$ cat src/rtl/hidreg_pkg.sv
package hidreg_pkg;

    localparam int SLOTS = 2;
    localparam int SLOT_A = 0;
    localparam int SLOT_B = 1;

    typedef struct packed {
        logic       cache;
        logic       decode;
        logic       duplex;
        logic       io16;
        logic [1:0] mii;
    } cfga_t;

    localparam int CFGA_W = $bits(cfga_t);

    localparam cfga_t CFGA_RST = '{cache: 1'b0, decode: 1'b0, duplex: 1'b0,
                                   io16: 1'b0, mii: 2'b10};

endpackage

$ cat src/rtl/hidreg_decode.sv
module hidreg_decode #(
    parameter int OFS_W  = 4,
    parameter int PAGE_W = 2,
    parameter int NSLOT  = 2,
    parameter logic [NSLOT*OFS_W-1:0] SLOT_OFS = '0
) (
    input  logic              acc_en,
    input  logic              acc_wr,
    input  logic [PAGE_W-1:0] acc_page,
    input  logic [OFS_W-1:0]  acc_ofs,
    output logic [NSLOT-1:0]  rd_hit,
    output logic [NSLOT-1:0]  wr_hit
);
    logic page_ok;
    assign page_ok = acc_en && (acc_page == '0);

    for (genvar g = 0; g < NSLOT; g++) begin : g_slot
        logic ofs_eq;
        assign ofs_eq    = (acc_ofs == SLOT_OFS[g*OFS_W +: OFS_W]);
        assign rd_hit[g] = page_ok && !acc_wr && ofs_eq;
        assign wr_hit[g] = page_ok &&  acc_wr && ofs_eq;
    end
endmodule

$ cat src/rtl/hidreg_link.sv
module hidreg_link (
    input  logic clk,
    input  logic rst_n,
    input  logic link_in,
    input  logic clr,
    output logic stat
);
    typedef struct packed {
        logic last;
        logic stat;
    } lk_t;

    lk_t lk_d, lk_q;

    always_comb begin
        lk_d      = lk_q;
        lk_d.last = link_in;
        if (link_in != lk_q.last) begin
            lk_d.stat = 1'b1;
        end else if (clr) begin
            lk_d.stat = 1'b0;
        end
    end

    always_ff @(posedge clk) begin
        if (!rst_n) begin
            lk_q <= '0;
        end else begin
            lk_q <= lk_d;
        end
    end

    assign stat = lk_q.stat;
endmodule

$ cat src/rtl/hidreg_rdmux.sv
module hidreg_rdmux #(
    parameter int DATA_W = 8,
    parameter int NSLOT  = 2
) (
    input  logic [NSLOT-1:0]        rd_hit,
    input  logic [NSLOT*DATA_W-1:0] slot_val,
    output logic [DATA_W-1:0]       rdata
);
    always_comb begin
        rdata = '0;
        for (int i = 0; i < NSLOT; i++) begin
            if (rd_hit[i]) begin
                rdata = rdata | slot_val[i*DATA_W +: DATA_W];
            end
        end
    end
endmodule

$ cat src/rtl/hidreg_front.sv
module hidreg_front
    import hidreg_pkg::*;
#(
    parameter int DATA_W = 8,
    parameter int OFS_W  = 4,
    parameter int PAGE_W = 2,
    parameter logic [OFS_W-1:0] OFS_A = 4'hA,
    parameter logic [OFS_W-1:0] OFS_B = 4'hB
) (
    input  logic              clk,
    input  logic              rst_n,
    input  logic              acc_en,
    input  logic              acc_wr,
    input  logic [PAGE_W-1:0] acc_page,
    input  logic [OFS_W-1:0]  acc_ofs,
    input  logic [DATA_W-1:0] acc_wdata,
    output logic [DATA_W-1:0] acc_rdata,
    input  logic              link_in,
    output logic              link_irq,
    output logic [1:0]        mii_mode,
    output logic              io16_early,
    output logic              duplex_full,
    output logic              decode_full,
    output logic              cache_en,
    output logic [DATA_W-1:0] count_lo,
    output logic [DATA_W-1:0] count_hi
);
    localparam logic [SLOTS*OFS_W-1:0] SLOT_OFS = {OFS_B, OFS_A};
    localparam int PAD_A = DATA_W - CFGA_W;
    localparam int PAD_B = DATA_W - 3;

    typedef struct packed {
        cfga_t              cfga;
        logic               mask;
        logic [SLOTS-1:0]   arm;
        logic [DATA_W-1:0]  cnt_lo;
        logic [DATA_W-1:0]  cnt_hi;
    } st_t;

    st_t  st_d, st_q;
    logic stat_clr;
    logic stat;

    logic [SLOTS-1:0]        rd_hit;
    logic [SLOTS-1:0]        wr_hit;
    logic [SLOTS-1:0]        arm;
    logic [DATA_W-1:0]       cfga_byte;
    logic [DATA_W-1:0]       cfgb_byte;
    logic [SLOTS*DATA_W-1:0] slot_val;

    hidreg_decode #(
        .OFS_W   (OFS_W),
        .PAGE_W  (PAGE_W),
        .NSLOT   (SLOTS),
        .SLOT_OFS(SLOT_OFS)
    ) u_decode (
        .acc_en  (acc_en),
        .acc_wr  (acc_wr),
        .acc_page(acc_page),
        .acc_ofs (acc_ofs),
        .rd_hit  (rd_hit),
        .wr_hit  (wr_hit)
    );

    always_comb begin
        st_d     = st_q;
        stat_clr = 1'b0;
        if (acc_en) begin
            // Only a page-0 read of a shared offset arms it; all else disarms.
            st_d.arm = rd_hit;
        end
        if (wr_hit[SLOT_A]) begin
            if (st_q.arm[SLOT_A]) begin
                st_d.cfga = cfga_t'(acc_wdata[CFGA_W-1:0]);
            end else begin
                st_d.cnt_lo = acc_wdata;
            end
        end
        if (wr_hit[SLOT_B]) begin
            if (st_q.arm[SLOT_B]) begin
                st_d.mask = acc_wdata[0];
                stat_clr  = acc_wdata[1];
            end else begin
                st_d.cnt_hi = acc_wdata;
            end
        end
    end

    always_ff @(posedge clk) begin
        if (!rst_n) begin
            st_q      <= '0;
            st_q.cfga <= CFGA_RST;
        end else begin
            st_q <= st_d;
        end
    end

    hidreg_link u_link (
        .clk    (clk),
        .rst_n  (rst_n),
        .link_in(link_in),
        .clr    (stat_clr),
        .stat   (stat)
    );

    assign cfga_byte = {{PAD_A{1'b0}}, st_q.cfga};
    assign cfgb_byte = {{PAD_B{1'b0}}, link_in, stat, st_q.mask};
    assign slot_val  = {cfgb_byte, cfga_byte};
    assign arm       = st_q.arm;

    hidreg_rdmux #(
        .DATA_W(DATA_W),
        .NSLOT (SLOTS)
    ) u_rdmux (
        .rd_hit  (rd_hit),
        .slot_val(slot_val),
        .rdata   (acc_rdata)
    );

    assign link_irq    = stat & st_q.mask;
    assign mii_mode    = st_q.cfga.mii;
    assign io16_early  = st_q.cfga.io16;
    assign duplex_full = st_q.cfga.duplex;
    assign decode_full = st_q.cfga.decode;
    assign cache_en    = st_q.cfga.cache;
    assign count_lo    = st_q.cnt_lo;
    assign count_hi    = st_q.cnt_hi;
endmodule

$ cat config.mk
export PLATFORM = sky130hd
export DESIGN_NAME = hidreg_front
export DESIGN_NICKNAME = d
export VERILOG_FILES = /design/src/rtl/hidreg_pkg.sv /design/src/rtl/hidreg_decode.sv /design/src/rtl/hidreg_link.sv /design/src/rtl/hidreg_rdmux.sv /design/src/rtl/hidreg_front.sv
export SDC_FILE = /design/constraint.sdc
export NUM_CORES = 1
export LEC_CHECK = 0
export BUFFER_PORTS_ARGS = -buffer_cell sky130_fd_sc_hd__buf_2
export CORE_ASPECT_RATIO = 0.8
export CORE_UTILIZATION = 50
export DETAILED_ROUTE_END_ITERATION = 6
export HOLD_SLACK_MARGIN = 0.12
export PLACE_DENSITY = 0.83
export SYNTH_ARGS = -nofsm -noshare
export SYNTH_HDL_FRONTEND = slang
export SYNTH_SLANG_ARGS = --single-unit
$ cat constraint.sdc
create_clock -name clk -period 2.5 [get_ports clk]
set_clock_uncertainty 0.1 [all_clocks]
set_input_delay 0.625 -clock clk [delete_from_list [all_inputs] [get_ports clk]]
set_output_delay 0.625 -clock clk [all_outputs]
set_load 0.01 [all_outputs]
-- Yosys cells after proc, flatten, opt, wreduce, memory -nomap -nowiden
Cells that the tools add are included.
- bits in registers: 27
- input bits: 19
- output and inout port bits: 31
- word-level logic and storage cells: 38
- equal/unequal tests: 3
- muxes and demuxes: 6
- bitwise gates (word level): 4
- reduce and logical (&&, ||, !) cells: 14
- operator list (kind ; number):
    4-bit == test (second input constant) ; 2
    8-bit 2-to-1 mux ; 1
    8-bit by 3-bit bitwise OR with 8-bit output ; 1
    2-bit AND reduction ; 4
    1-bit logical AND ; 7
    6-bit 2-to-1 mux ; 1
    1-bit 2-to-1 mux ; 4
    2-bit logical NOT ; 1
    1-bit inverter ; 2
    2-bit nonzero test ; 1
    1-bit bitwise AND ; 1
    1-bit logical NOT ; 1
    1-bit != test ; 1

-- Depth between registers and ports, before layout
Gate-level depths: netlist of run 1.
- word-level depth: 7
- gate-level depth with buffers: 4
- depth with buffers taken out: 3

-- By module
Synthesis of run 1 repeated with hierarchy kept, for this count alone.
- cell total of the unflattened synthesis: 121
- area, all modules: 1184.9 um2
- modules (own cells, without submodules) (module ; instances ; cells each ; area each (um2) ; seq. area each (um2)):
    hidreg_front ; 1 ; 97 ; 964.7 ; 500.5
    hidreg_rdmux ; 1 ; 10 ; 92.6 ; 0.0
    hidreg_link ; 1 ; 6 ; 70.1 ; 40.0
    hidreg_decode ; 1 ; 8 ; 57.6 ; 0.0

-- Worst setup path before layout of run 1
No wires, ideal clock.
- path type: in2out
- start point: input port acc_page[1]
- end point: output port acc_rdata[3]
- data arrival time: 1.414 ns
- required time: 1.775 ns
- setup slack: 0.361 ns
- stages: 3
- buffers on the path: 0
- cells stage by stage: nor4bb_1 -> nand4_1 -> nor2_1
- word-level cells in the longest chain between the ends: 7
- elaborated cells on any way between the ends: 8
- those cells by class: mux (2); bitwise (1); reduce/logical (5)
- ends and longest elaborated chain (item ; line ; text):
    start, declared ; hidreg_front.sv:14 ; input logic [PAGE_W-1:0] acc_page,
    2-bit logical NOT * ; hidreg_decode.sv:15 ; assign page_ok = acc_en && (acc_page == '0);
    1-bit logical AND * ; hidreg_decode.sv:15 ;
    1-bit logical AND * ; hidreg_decode.sv:20 ; assign rd_hit[g] = page_ok && !acc_wr && ofs_eq;
    1-bit logical AND ; hidreg_decode.sv:20 ;
    6-bit 2-to-1 mux ; hidreg_rdmux.sv:12 ; if (rd_hit[i]) begin
    8-bit by 3-bit bitwise OR with 8-bit output ; hidreg_rdmux.sv:13 ; rdata = rdata | slot_val[i*DATA_W +: DATA_W];
    8-bit 2-to-1 mux * ; hidreg_rdmux.sv:12 ;
    end, declared ; hidreg_front.sv:17 ; output logic [DATA_W-1:0] acc_rdata,
Mark *: on every way between the ends. The rest lies on a longest branch, timed or not.

-- Worst setup path after layout of run 1
- start point: input port acc_ofs[1]
- end point: output port acc_rdata[5]
- word-level cells in the longest chain between the ends: 5
- elaborated cells on any way between the ends: 7
- those cells by class: eq/ne (2); mux (2); bitwise (1); reduce/logical (2)
- ends and longest elaborated chain (item ; line ; text):
    start, declared ; hidreg_front.sv:15 ; input logic [OFS_W-1:0] acc_ofs,
    4-bit == test ; hidreg_decode.sv:19 ; assign ofs_eq = (acc_ofs == SLOT_OFS[g*OFS_W +: OFS_W]);
    1-bit logical AND ; hidreg_decode.sv:20 ;
    6-bit 2-to-1 mux ; hidreg_rdmux.sv:12 ;
    8-bit by 3-bit bitwise OR with 8-bit output ; hidreg_rdmux.sv:13 ;
    8-bit 2-to-1 mux * ; hidreg_rdmux.sv:12 ;
Marks and branches as above.

==> impl_metrics.tcl, run 1 <==
set metrics [dict create \
    drc 6 \
    required_ns 1.77 \
    synth_area_leaders "dfxtp_1 45%, mux2i_1 21%, nand2_1 9.6%, nor2_1 2.5%, nand4bb_4 2.3%" \
    p_per_area_mw_per_mm2 455 \
    violations "design-rule violations" \
    status "finished with violations" \
    wl_per_cell_um 12.6 \
    dp_hpwl_um 1940 \
    r2r_setup_slack_ns 1.05 \
    endpoint_kind "output pin" \
    die_width_um 57.0 \
    grt_max_degree 37 \
    antenna_cells 0 \
    grt_overflow 0 \
    drt-initial-drc-count 31 \
    final_common_cell "buf_2" \
    cts-root-buf "clkbuf_4" \
    holdWs_ns 0.366 \
    syn_avg_cell_area_um2 9.54 \
    cts_hold_buf 0 \
    clkSinkCount 27 \
    clk_pin_slew_ns 0.14 \
    setup_violations 0 \
    totalWireLength_um 2480 \
    syn_inst 127 \
    start_util_pct 54.7 \
    hold_path_class "register to register" \
    placed_area_mm2 0.00144 \
    fin_crit_sh_pct 93.5 \
    place_congestion 0.732 \
    grt_pass1_vias 913 \
    fmax_mhz 428 \
    area_growth_pct 22.6 \
    ys_warn_count 0 \
    p_leak_nw 0.708 \
    slew_viol_final 0 \
    crit_fanout 4 \
    vias 1001 \
    fin_crit_ns 2.34 \
    cts_tree "built" \
    yosysSeqAreaShare_pct 44.6 \
    grt_pass1_wl_um 3980 \
    final_cell_mix "47 x buf_2, 31 x nand2_1, 27 x dfxtp_1, 26 x mux2i_1, 8 x nor2_1" \
    antenna_found_initial 0 \
    worstPathArrival_ns 1.61 \
    io_buffers 47 \
    hold_violations 0 \
    worst-setup-path-type "primary input to output pin" \
    fin_area_mm2 0.00149 \
    clock_path_buffers 2 \
    num_rows 15 \
    synth.distinct_cells 27 \
    drt-vias-per-instance 5.08 \
    drive_gt1_share_pct 33.7 \
    die_h_um 46.0 \
    cts_buffers 3 \
    htree_levels 1 \
    gr-usage-all-layers_pct 20.2 \
    p_total_mw 0.676 \
    synth_seq_cells 27 \
    ios 50 \
    netlist_area_mm2 0.00121 \
    dieArea_mm2 0.00262 \
    first_pass_iters 6 \
    grt_setup_unrepaired "false" \
    start_kind "primary input" \
    peakVddDrop_v 0.000239 \
    drv_cap 0 \
    core_area_mm2 0.00221 \
    ant_nets 0 \
    synth_top_area_share_pct 44.6 \
    worstSkewPairLatency_ns 0.32 \
    slew_headroom_pct 60.3 \
    yosysTopAreaCell "dfxtp_1" \
    final_nets 192 \
    tightest_slew_ns 0.594 \
]
what timing repair did:
item	in CTS	in global routing
cloned	0	0
endpoints found under the setup margin	3	3
resized for setup	1	1
pin swaps	0	1
hold endpoints to repair	0	0
setup buffers	0	0
Yosys cell counts (all sizes together):
master   count
conb         1
nor4b        1
nand3        1
nand2b       2
nand4        2
nand3b       1
clkbuf       4
nor4         1
a21boi       2
and2         2
inv          5
buf          4
nor2b        2
nor2         8
or4          1
a21oi        1
dfxtp       27
nor4bb       1
o21ai        1
nand4bb      1
nor3         1
mux2i       26
xor2         1
nand2       31
kinds of logic (layout without fill, tap and decap cells):
family,count (synthesis),after routing,share of synthesized area [%]
AOI/OAI and AO/OA,4,4,2.06
xor gates and xnor gates,1,1,0.723
DFF,27,27,44.6
and+or+nand+nor,55,55,25.4
other,1,2,0.310
buffers and inverters,13,57,5.37
muxes,26,26,21.5
through the flow:
step	TNS [ns]	util [%]	setup slack [ns]	std cells
6_report	0	67.1	0.162	197
5_1_grt	0	67.1	0.0495	197
4_1_cts	0	66.7	0.0671	197
3_5_place_dp	-0.0820	65.1	-0.0442	193
3_3_place_gp	0	65.1	0.107	193
2_1_floorplan	0	-	0.361	128
sequential cells by signal, indices dropped and copies added, names as in the netlist, 2 cells and up:
signal    flops
count_lo      8
mii_mode      2
arm           2
count_hi      8
final timing paths:
path                            start                        to  cells past startpoint
max                        acc_ofs[1]              acc_rdata[5]                      5
min          count_hi[6]$_SDFFE_PN0P_  count_hi[6]$_SDFFE_PN0P_                      2
max reg2reg       arm[1]$_SDFFE_PN0P_  count_hi[3]$_SDFFE_PN0P_                      3
min reg2reg  count_hi[6]$_SDFFE_PN0P_  count_hi[6]$_SDFFE_PN0P_                      2
routing by layer:
layer	track usage, %	share of wire (%)
met4	4.39	0.64
met2	37.6	51
met5	0	0
met3	5.11	5.6
met1	24.0	43
report_power, final:
| group | internal [mW] | total (mW) | switching [mW] |
|---|---|---|---|
| combinational | 0.0239 | 0.0576 | 0.0337 |
| clock | 0.0599 | 0.183 | 0.123 |
| sequential | 0.433 | 0.435 | 0.00181 |
| total | 0.517 | 0.676 | 0.158 |
worst max-delay path: stages:
cell and delay [ns]:
buf_2 0.12, nor4bb_4 0.34, nand4_1 0.23, nor2_1 0.15
buf_2 0.14
layout make-up:
class                           count  area, um^2
Sequential cell                    27         541
Multi-Input combinational cell     88         624
Inverter                            5        18.8
Tap cell                           25        31.3
Fill cell                         192         729
Clock inverter                      1        5.00
Timing Repair Buffer               48         243
Clock buffer                        3        22.5
Power figures use the tool's default switching activity.
==> inputs of run 2 (changes only) <==
--- a/config.mk
+++ b/config.mk
@@ -11,6 +11,7 @@
 export DETAILED_ROUTE_END_ITERATION = 6
 export HOLD_SLACK_MARGIN = 0.12
 export PLACE_DENSITY = 0.83
+export REMOVE_ABC_BUFFERS = 1
 export SYNTH_ARGS = -nofsm -noshare
 export SYNTH_HDL_FRONTEND = slang
 export SYNTH_SLANG_ARGS = --single-unit
==> run 2 against run 1 <==
The flow still finishes with violations (design-rule violations). Critical path type unchanged. Clock-buffer cell count unchanged. Critical endpoint unchanged. Largest cell class unchanged. Die area unchanged. Worst setup slack worse by 0.037 ns. Highest routed layer unchanged. Flip-flop and latch count unchanged. Worst hold slack gained 0.00060 ns.
==> impl_metrics.tcl, run 2 (synthesis gave the netlist of run 1 again) <==
set metrics [dict create \
    die_width_um 57.0 \
    dp_cells 194 \
    core_area_mm2 0.00221 \
    worstPathArrival_ns 1.65 \
    p_leak_nw 0.704 \
    drc 6 \
    place_congestion 0.754 \
    clk_pin_slew_ns 0.13 \
    tightest_slew_ns 0.629 \
    antenna_cells 0 \
    cts_buffers 3 \
    grt_setup_unrepaired "false" \
    fin_tns_setup_ns 0 \
    ios 50 \
    required_ns 1.77 \
    holdCritStartpoint "count_hi[6]$_SDFFE_PN0P_" \
    gr-usage-all-layers_pct 20.0 \
    slew_viol_final 0 \
    antenna_found_initial 0 \
    io_buffers 47 \
    setup_violations 0 \
    slew_headroom_pct 57.9 \
    drv_cap 0 \
    cts_setup_buffers 0 \
    r2r_setup_slack_ns 1.13 \
    cts_resized 0 \
    r2r_end "count_lo[5]$_SDFFE_PN0P_" \
    dieArea_mm2 0.00262 \
    htree_levels 1 \
    peakVddDrop_v 0.000418 \
    violations "design-rule violations" \
    whs_path_depth 2 \
    final_common_cell "buf_2" \
    grt_overflow 0 \
    hold_violations 0 \
    wl_per_cell_um 12.3 \
    fmax_mhz 421 \
    start_util_pct 54.7 \
    p_per_area_mw_per_mm2 452 \
    cts_tree "built" \
    worstSkewPairLatency_ns 0.31 \
    first_pass_iters 6 \
    final_nets 193 \
    dp_hpwl_um 1820 \
    grt_pass1_wl_um 3950 \
    fin_cells 198 \
    num_rows 15 \
    totalWireLength_um 2440 \
    start_kind "primary input" \
    area_growth_pct 22.5 \
    drt-initial-drc-count 42 \
    cts-root-buf "clkbuf_4" \
    die_h_um 46.0 \
    fin_crit_ns 2.38 \
    grt_pass1_vias 879 \
    hold_path_class "register to register" \
    grt_max_degree 37 \
    cts_hold_buf 0 \
    endpoint_kind "output pin" \
    fin_crit_sh_pct 95.0 \
    min_to "count_hi[6]$_SDFFE_PN0P_" \
    worstRegToRegCells 2 \
    drive_gt1_share_pct 34.1 \
    clock_path_buffers 2 \
    status "finished with violations" \
    final_cell_mix "47 x buf_2, 31 x nand2_1, 27 x dfxtp_1, 26 x mux2i_1, 8 x nor2_1" \
    ant_nets 0 \
    drt-vias-per-instance 5.06 \
    worst-setup-path-type "primary input to output pin" \
    vias 1001 \
    clkSinkCount 27 \
    r2r-start "arm[0]$_SDFFE_PN0P_" \
    crit_fanout 4 \
]
-- run 2: worst max path at each step --
| stage | from | endpoint | cells after the start | slack, ns |
|---|---|---|---|---|
| floorplan | acc_page[1] | acc_rdata[3] | 3 | 0.36 |
| global placement | acc_ofs[1] | acc_rdata[5] | 5 | 0.14 |
| detailed placement | acc_ofs[1] | acc_rdata[5] | 5 | 0.11 |
| CTS | acc_ofs[1] | acc_rdata[5] | 5 | 0.09 |
| global route | acc_page[1] | acc_rdata[5] | 5 | 0.007 |
| finish | acc_page[1] | acc_rdata[5] | 5 | 0.12 |
-- run 2: where the power goes --
group | switching [mW] | internal [mW]
combinational | 0.0328 | 0.0234
sequential | 0.00156 | 0.433
clock | 0.120 | 0.0599
-- run 2: through the flow --
stage          area, um^2  worst slack [ns]  hold slack, ns  util (%)  power, mW
2_1_floorplan        1170             0.361           0.343         -      0.468
3_3_place_gp         1450             0.143           0.341      65.5      0.497
3_5_place_dp         1450             0.107           0.350      65.5      0.500
4_1_cts              1480            0.0928           0.369      66.7      0.679
5_1_grt              1480           0.00669           0.387      67.0      0.706
6_report             1480             0.125           0.367      67.0      0.671
-- run 2: worst max-delay path, stage by stage --
cell      delay [ns]
buf_2           0.11
nor4bb_2        0.37
nand4_1         0.25
nor2_1          0.15
buf_2           0.14
-- run 2: layer usage --
layer,share of wire [%],vias up,track usage [%]
met4,0.49,0,4.88
met3,5.2,2,5.97
met2,48,27,34.4
met5,0,-,0
met1,46,458,25.2
li1,-,514,-
-- run 2: area by class of cell --
| class | count | area, um^2 |
|---|---|---|
| Tap cell | 25 | 31.3 |
| Inverter | 5 | 18.8 |
| Sequential cell | 27 | 541 |
| Clock buffer | 3 | 22.5 |
| Timing Repair Buffer | 49 | 250 |
| Multi-Input combinational cell | 88 | 616 |
| Clock inverter | 1 | 5.00 |
| Fill cell | 195 | 731 |
